File: config.mk
export PLATFORM = sky130hd
export DESIGN_NAME = tcpu_core
export DESIGN_NICKNAME = d
export VERILOG_FILES = /design/src/rtl/tcpu_pkg.sv /design/src/rtl/tcpu_regfile.sv /design/src/rtl/tcpu_alu.sv /design/src/rtl/tcpu_core.sv
export SDC_FILE = /design/constraint.sdc
export NUM_CORES = 2
export LEC_CHECK = 0
export CELL_PAD_IN_SITES_DETAIL_PLACEMENT = 2
export CELL_PAD_IN_SITES_GLOBAL_PLACEMENT = 2
export CORE_ASPECT_RATIO = 1.2
export CORE_MARGIN = 2
export CORE_UTILIZATION = 41
export CTS_BUF_LIST = sky130_fd_sc_hd__clkbuf_4 sky130_fd_sc_hd__clkbuf_8
export CTS_CLUSTER_DIAMETER = 60
export DETAILED_ROUTE_END_ITERATION = 10
export HOLD_SLACK_MARGIN = 0.05
export PLACE_DENSITY = 0.86
export SYNTH_ARGS = -nofsm -noshare
export SYNTH_HDL_FRONTEND = slang
export SYNTH_SLANG_ARGS = --single-unit
export TNS_END_PERCENT = 50
File: constraint.sdc
create_clock -name clk -period 5.7 [get_ports clk]
set_input_delay 0.855 -clock clk [delete_from_list [all_inputs] [get_ports clk]]
set_output_delay 0.855 -clock clk [all_outputs]
set_load 0.05 [all_outputs]
File: src/rtl/tcpu_pkg.sv
package tcpu_pkg;

    typedef enum logic [4:0] {
        OP_HLT = 5'd0,  OP_LDR = 5'd1,  OP_STR = 5'd2,  OP_ADD = 5'd3,
        OP_SUB = 5'd4,  OP_MOV = 5'd5,  OP_CMP = 5'd6,  OP_B   = 5'd7,
        OP_BEQ = 5'd8,  OP_BNE = 5'd9,  OP_BGT = 5'd10, OP_BLT = 5'd11,
        OP_AND = 5'd12, OP_ORR = 5'd13, OP_EOR = 5'd14, OP_MVN = 5'd15,
        OP_LSL = 5'd16, OP_LSR = 5'd17
    } opcode_e;

    typedef enum logic [1:0] {
        ST_FETCH,
        ST_EXEC,
        ST_LOAD,
        ST_HALT
    } state_e;

    typedef enum logic [3:0] {
        AL_ADD, AL_SUB, AL_PASS, AL_AND, AL_ORR,
        AL_EOR, AL_NOT, AL_SHL, AL_SHR
    } alu_op_e;

endpackage

File: src/rtl/tcpu_regfile.sv
module tcpu_regfile #(
    parameter int DW   = 32,
    parameter int NREG = 16,
    localparam int IW  = $clog2(NREG)
) (
    input  logic          clk,
    input  logic          rst,
    input  logic          we,
    input  logic [IW-1:0] wa,
    input  logic [DW-1:0] wd,
    input  logic [IW-1:0] ra0,
    output logic [DW-1:0] rd0,
    input  logic [IW-1:0] ra1,
    output logic [DW-1:0] rd1,
    input  logic [IW-1:0] ra2,
    output logic [DW-1:0] rd2
);
    logic [DW-1:0] regs [NREG];

    always_ff @(posedge clk) begin
        if (rst) begin
            for (int i = 0; i < NREG; i++) regs[i] <= '0;
        end else if (we) begin
            regs[wa] <= wd;
        end
    end

    assign rd0 = regs[ra0];
    assign rd1 = regs[ra1];
    assign rd2 = regs[ra2];
endmodule

File: src/rtl/tcpu_alu.sv
module tcpu_alu import tcpu_pkg::*; #(
    parameter int DW = 32
) (
    input  alu_op_e       op,
    input  logic [DW-1:0] a,
    input  logic [DW-1:0] b,
    output logic [DW-1:0] y,
    output logic          eq,
    output logic          gt
);
    localparam int            SW   = $clog2(DW);
    localparam logic [DW-1:0] WLIM = DW;

    logic          too_far;
    logic [SW-1:0] shamt;

    assign too_far = (b >= WLIM);
    assign shamt   = b[SW-1:0];
    assign eq      = (a == b);
    assign gt      = (a > b);

    always_comb begin
        unique case (op)
            AL_ADD:  y = a + b;
            AL_SUB:  y = a - b;
            AL_PASS: y = b;
            AL_AND:  y = a & b;
            AL_ORR:  y = a | b;
            AL_EOR:  y = a ^ b;
            AL_NOT:  y = ~b;
            AL_SHL:  y = too_far ? '0 : (a << shamt);
            AL_SHR:  y = too_far ? '0 : (a >> shamt);
            default: y = '0;
        endcase
    end
endmodule

File: src/rtl/tcpu_core.sv
module tcpu_core import tcpu_pkg::*; #(
    parameter int DW   = 32,
    parameter int AW   = 10,
    parameter int NREG = 16
) (
    input  logic          clk,
    input  logic          rst,
    output logic [AW-1:0] mem_addr,
    output logic [DW-1:0] mem_wdata,
    output logic          mem_we,
    input  logic [DW-1:0] mem_rdata,
    output logic          halted
);
    localparam int OPW     = 5;
    localparam int RFW     = 4;
    localparam int FW      = DW - OPW - 1 - 2 * RFW;
    localparam int IW      = $clog2(NREG);
    localparam int SEL_BIT = DW - OPW - 1;
    localparam int RD_LSB  = SEL_BIT - RFW;
    localparam int RN_LSB  = RD_LSB - RFW;

    state_e        state_q, state_d;
    logic [AW-1:0] pc_q, pc_d;
    logic [IW-1:0] ld_rd_q, ld_rd_d;
    logic          flag_eq, flag_gt;

    // instruction fields, valid while in EXEC
    logic [OPW-1:0] op_raw;
    logic           sel_imm;
    logic [IW-1:0]  rd_idx, rn_idx, rm_idx;
    logic [FW-1:0]  fld;
    logic [AW-1:0]  tgt;

    assign op_raw  = mem_rdata[DW-1 -: OPW];
    assign sel_imm = mem_rdata[SEL_BIT];
    assign rd_idx  = mem_rdata[RD_LSB +: IW];
    assign rn_idx  = mem_rdata[RN_LSB +: IW];
    assign rm_idx  = mem_rdata[IW-1:0];
    assign fld     = mem_rdata[FW-1:0];
    assign tgt     = fld[AW-1:0];

    logic [DW-1:0] rn_val, rm_val, rd_val, operand;
    logic          rf_we;
    logic [IW-1:0] rf_wa;
    logic [DW-1:0] rf_wd;
    alu_op_e       alu_op;
    logic [DW-1:0] alu_y;
    logic          alu_eq, alu_gt, cmp_fire;

    assign operand = sel_imm ? DW'(fld) : rm_val;

    tcpu_regfile #(.DW(DW), .NREG(NREG)) u_rf (
        .clk(clk), .rst(rst), .we(rf_we), .wa(rf_wa), .wd(rf_wd),
        .ra0(rn_idx), .rd0(rn_val),
        .ra1(rm_idx), .rd1(rm_val),
        .ra2(rd_idx), .rd2(rd_val)
    );

    tcpu_alu #(.DW(DW)) u_alu (
        .op(alu_op), .a(rn_val), .b(operand),
        .y(alu_y), .eq(alu_eq), .gt(alu_gt)
    );

    // state register, program counter and compare flags
    always_ff @(posedge clk) begin
        if (rst) begin
            state_q <= ST_FETCH;
            pc_q    <= '0;
            ld_rd_q <= '0;
            flag_eq <= 1'b0;
            flag_gt <= 1'b0;
        end else begin
            state_q <= state_d;
            pc_q    <= pc_d;
            ld_rd_q <= ld_rd_d;
            if (cmp_fire) begin
                flag_eq <= alu_eq;
                flag_gt <= alu_gt;
            end
        end
    end

    // next state and outputs
    always_comb begin
        state_d   = state_q;
        pc_d      = pc_q;
        ld_rd_d   = ld_rd_q;
        rf_we     = 1'b0;
        rf_wa     = rd_idx;
        rf_wd     = alu_y;
        alu_op    = AL_ADD;
        cmp_fire  = 1'b0;
        mem_addr  = pc_q;
        mem_we    = 1'b0;
        mem_wdata = rd_val;
        unique case (state_q)
            ST_FETCH: state_d = ST_EXEC;
            ST_EXEC: begin
                state_d = ST_FETCH;
                pc_d    = pc_q + 1'b1;
                case (op_raw)
                    OP_LDR: begin
                        mem_addr = tgt;
                        ld_rd_d  = rd_idx;
                        state_d  = ST_LOAD;
                    end
                    OP_STR: begin
                        mem_addr = tgt;
                        mem_we   = 1'b1;
                    end
                    OP_ADD: begin rf_we = 1'b1; alu_op = AL_ADD;  end
                    OP_SUB: begin rf_we = 1'b1; alu_op = AL_SUB;  end
                    OP_MOV: begin rf_we = 1'b1; alu_op = AL_PASS; end
                    OP_AND: begin rf_we = 1'b1; alu_op = AL_AND;  end
                    OP_ORR: begin rf_we = 1'b1; alu_op = AL_ORR;  end
                    OP_EOR: begin rf_we = 1'b1; alu_op = AL_EOR;  end
                    OP_MVN: begin rf_we = 1'b1; alu_op = AL_NOT;  end
                    OP_LSL: begin rf_we = 1'b1; alu_op = AL_SHL;  end
                    OP_LSR: begin rf_we = 1'b1; alu_op = AL_SHR;  end
                    OP_CMP: cmp_fire = 1'b1;
                    OP_B:   pc_d = tgt;
                    OP_BEQ: if (flag_eq)              pc_d = tgt;
                    OP_BNE: if (!flag_eq)             pc_d = tgt;
                    OP_BGT: if (flag_gt)              pc_d = tgt;
                    OP_BLT: if (!flag_eq && !flag_gt) pc_d = tgt;
                    default: begin
                        state_d = ST_HALT;
                        pc_d    = pc_q;
                    end
                endcase
            end
            ST_LOAD: begin
                rf_we   = 1'b1;
                rf_wa   = ld_rd_q;
                rf_wd   = mem_rdata;
                state_d = ST_FETCH;
            end
            ST_HALT: state_d = ST_HALT;
        endcase
    end

    assign halted = (state_q == ST_HALT);
endmodule

==> results.sh <==
export IMPL_hold_buffers=0
export IMPL_clock_fmax_mhz=172
export IMPL_crit_required_ps=6190
export IMPL_hpwl_um=151000
export IMPL_tightest_slew_ps=1480
export IMPL_yosys_area_top_type_share_pct=37.7
export IMPL_status="complete, but fails checks"
export IMPL_synthTopCellsByArea="edfxtp_1 38%, mux4_2 25%, nor2_1 4.4%, mux2i_1 3.3%, ha_1 3.1%"
export IMPL_final_util_pct=49.4
export IMPL_ff_latch_area_mm2=0.0157
export IMPL_pwr_share_seq_pct=33.1
export IMPL_drv_slew=0
export IMPL_cp_depth=19
export IMPL_max_vdd_ir_drop_v=0.000214
export IMPL_netlist_area_mm2=0.0408
export IMPL_critical_path_max_stage_delay_ps=540
export IMPL_grt_start_max_net_pins=68
export IMPL_intPower_mw=8.32
export IMPL_relSlewSlack_pct=1.26
export IMPL_io_buffers=77
export IMPL_wl_per_cell_um=49.9
export IMPL_vias=42600
export IMPL_period_minus_slack_ps=5800
export IMPL_syn_instance_count=3469
export IMPL_synth_seq_area_share_pct=38.6
export IMPL_p_comb_share_pct=37.5
export IMPL_crit_type="register to register"
export IMPL_crit_chain="mux4_2, mux2_2, o21ai_1, and2_1, inv_2, ha_1, nor2b_1, a211oi_1, buf_4, a32oi_4, a211oi_4, nor3_2, buf_4, o21ai_2, nand4_1, a21oi_1, o221ai_1, buf_4, a21oi_1"
export IMPL_ant_nets=0
export IMPL_syn_avg_cell_area_um2=11.8
export IMPL_arrival_ps=6280
export IMPL_grt_util_all_layers_pct=47.4
export IMPL_viasPerCell=8.23
export IMPL_placed_cells=5001
export IMPL_finalNonFillerCells=5178
export IMPL_slowest_stage="mux4_2"
export IMPL_antenna_found_initial=30
export IMPL_synth_edf_count=512
export IMPL_root_buffer="clkbuf_8"
export IMPL_cts_max_path_buffers=3
export IMPL_swShare_pct=39.9
export IMPL_clkLatencyLatePin_ps=800
export IMPL_p_leak_nw=18.0
export IMPL_cts_num_sinks=530
export IMPL_synth_ff_latch_count=530
export IMPL_drt_pass1_iter_count=8
export IMPL_synth_commonest_cells="512 x edfxtp_1, 478 x nor2_1, 462 x mux4_2"
export IMPL_pwr_share_clk_pct=29.3
export IMPL_die_w_um=292
export IMPL_crit_fanout=16
export IMPL_grt_ovfl_total=0
export IMPL_initial_core_util_pct=41.4
export IMPL_crit_top_cell="buf_4"
export IMPL_drt_total_wl_um=258000
export IMPL_pre_cts_slack_ps=-1010
export IMPL_synthFlopType="edfxtp_1"
export IMPL_nNetsFinal=3951
export IMPL_dieHeight_um=350
export IMPL_grt_first_pass_wirelength_um=342000
export IMPL_ff2ff_path_depth=19
export IMPL_cp_start_kind="register"
export IMPL_fin_ws_ps=-97.5
export IMPL_cts_max_level=3
export IMPL_hp_class="register to register"
export IMPL_powerDensity_mw_per_mm2=284
export IMPL_final_hold_violation_count=0
export IMPL_dieArea_mm2=0.102
export IMPL_gp_congestion=1.02
export IMPL_worst_path_dominant_cell_family="compound AO/OA/AOI/OAI gates"
export IMPL_syn_nets=3605
export IMPL_finalSetupViolCount=11
export IMPL_synth_most_common_cell="edfxtp_1"
export IMPL_cts_made_buffers=88
export IMPL_power_switching_mw=5.53
export IMPL_area_delta_synth_final_pct=19.4
export IMPL_num_rows=126
export IMPL_hold_depth=2
export IMPL_yosysTopAreaCell="edfxtp_1"
export IMPL_drv_cap=1
export IMPL_violations="max-capacitance violations, negative setup slack"
export IMPL_synth_warnings=0
export IMPL_clk_pin_slew_ps=70
export IMPL_async_flop_share_pct=0
export IMPL_coreArea_mm2=0.0985
export IMPL_nFillCells=9384
export IMPL_post_route_period_util_pct=102
export IMPL_drc=0
export IMPL_grt_pass1_vias=42900
export IMPL_cts_tree="yes"
export IMPL_multi_input_area_mm2=0.0236
export IMPL_crit_path_end_kind="register"
export IMPL_cp_buffers_inverters=4
export IMPL_drive_gt1_share_pct=34.2
export IMPL_clock_skew_final_ps=60.1
export IMPL_num_io_pins=78
export IMPL_drt_iter0_drc=8355
export IMPL_ys_types=92
[power groups by stage]
stage          logic, mW  clock network (mW)  registers, mW
2_1_floorplan       2.51                   0           4.54
3_3_place_gp        4.39                   0           4.56
3_5_place_dp        4.61                   0           4.61
4_1_cts             4.77                3.92           4.55
5_1_grt             5.23                4.12           4.57
6_report            5.20                4.06           4.59
[state kept, by name (all words and copies together), names as in the netlist]
register / cells
state_q: 2
ld_rd_q: 4
flag_eq: 1
flag_gt: 1
pc_q: 10
u_rf.regs: 512
[what timing repair did]
action	4_1_cts	5_1_grt
setup endpoints to repair	131	236
resized for setup	12	52
setup buffers	2	1
pin swaps	4	4
gates cloned	0	1
[layer usage]
metal  share of wire [%]  global-route usage (%)  vias to the layer above
li1                    -                       -                    14500
met1                  31                    52.6                    20800
met2                  42                    71.3                     5261
met3                  16                    18.5                     2036
met4                  12                    40.9                       30
met5               0.070                       0                        -
[metrics by stage]
step / setup TNS, ps / area (µm²) / power (mW) / hold WS (ps)
finish: -326 / 48700 / 13.8 / 531
detailed placement: -166880 / 46400 / 9.21 / 506
global route: -1130 / 48700 / 13.9 / 560
global placement: -90020 / 46400 / 8.95 / 461
CTS: -19.7 / 48400 / 13.2 / 525
floorplan: 0 / 41000 / 7.04 / 445
[worst reg2reg max path, cell delays in order (launching register included)]
cell and delay, ps:
edfxtp_1 490, mux4_2 550, mux2_2 360, o21ai_1 310, and2_1 300, inv_2 80, ha_1 200, nor2b_1 160
a211oi_1 340, buf_4 200, a32oi_4 160, a211oi_4 430, nor3_2 90, buf_4 160, o21ai_2 290, nand4_1 200
a21oi_1 220, o221ai_1 180, buf_4 320, a21oi_1 450
[final timing paths]
path	from	to	slack, ps
setup reg to reg	u_rf.regs[8][3]$_SDFFCE_PN0P_	u_rf.regs[7][31]$_SDFFCE_PN0P_	-100
hold / removal	flag_gt$_SDFFE_PP0P_	flag_gt$_SDFFE_PP0P_	530
hold reg to reg	flag_gt$_SDFFE_PP0P_	flag_gt$_SDFFE_PP0P_	530
setup / recovery	u_rf.regs[8][3]$_SDFFCE_PN0P_	u_rf.regs[7][31]$_SDFFCE_PN0P_	-100
[cell families (layout without fill, tap and decap cells)]
family                   count (synthesis)  in the layout  share of synthesized area (%)
AND/OR/NAND/NOR                       1007           1007                           10.9
AO/OA/AOI/OAI                          731            731                           12.7
multiplexers                           630            630                           29.7
flip-flops                             530            530                           38.6
buffers and inverters                  462            880                           4.79
adder cells (fa/ha/maj)                102            102                           3.16
XOR/XNOR                                 7              7                          0.150
other                                    0             11                              0
[layout make-up]
type / instances / share of cell area, %
Multi-Input combinational cell: 2477 / 48.4
Sequential cell: 530 / 32.3
Inverter: 109 / 0.848
Clock inverter: 55 / 1.05
Clock buffer: 107 / 2.82
Tap cell: 1280 / 3.29
Timing Repair Buffer: 609 / 11.2
Antenna cell: 11 / 0.0565
[cell usage in the layout, fill, tap and decap left out, drive strengths merged, types with 14 or more instances in the layout]
cell,n
o22ai,21
a221oi,31
nand3,67
clkbuf,108
nor2b,14
ha,100
a21oi,216
mux2,31
a2111oi,14
a211o,19
nor2,488
dfxtp,18
nor3,159
o211ai,28
inv,110
buf,543
clkinv,39
a211oi,70
nand2b,21
edfxtp,512
o21ai,92
o211a,23
o221ai,27
a21o,19
nor4,14
mux2i,137
nand2,165
a221o,20
mux4,462
a31oi,20
clkdlybuf4s50,64
Note: power is estimated with default switching activity, not from simulation.
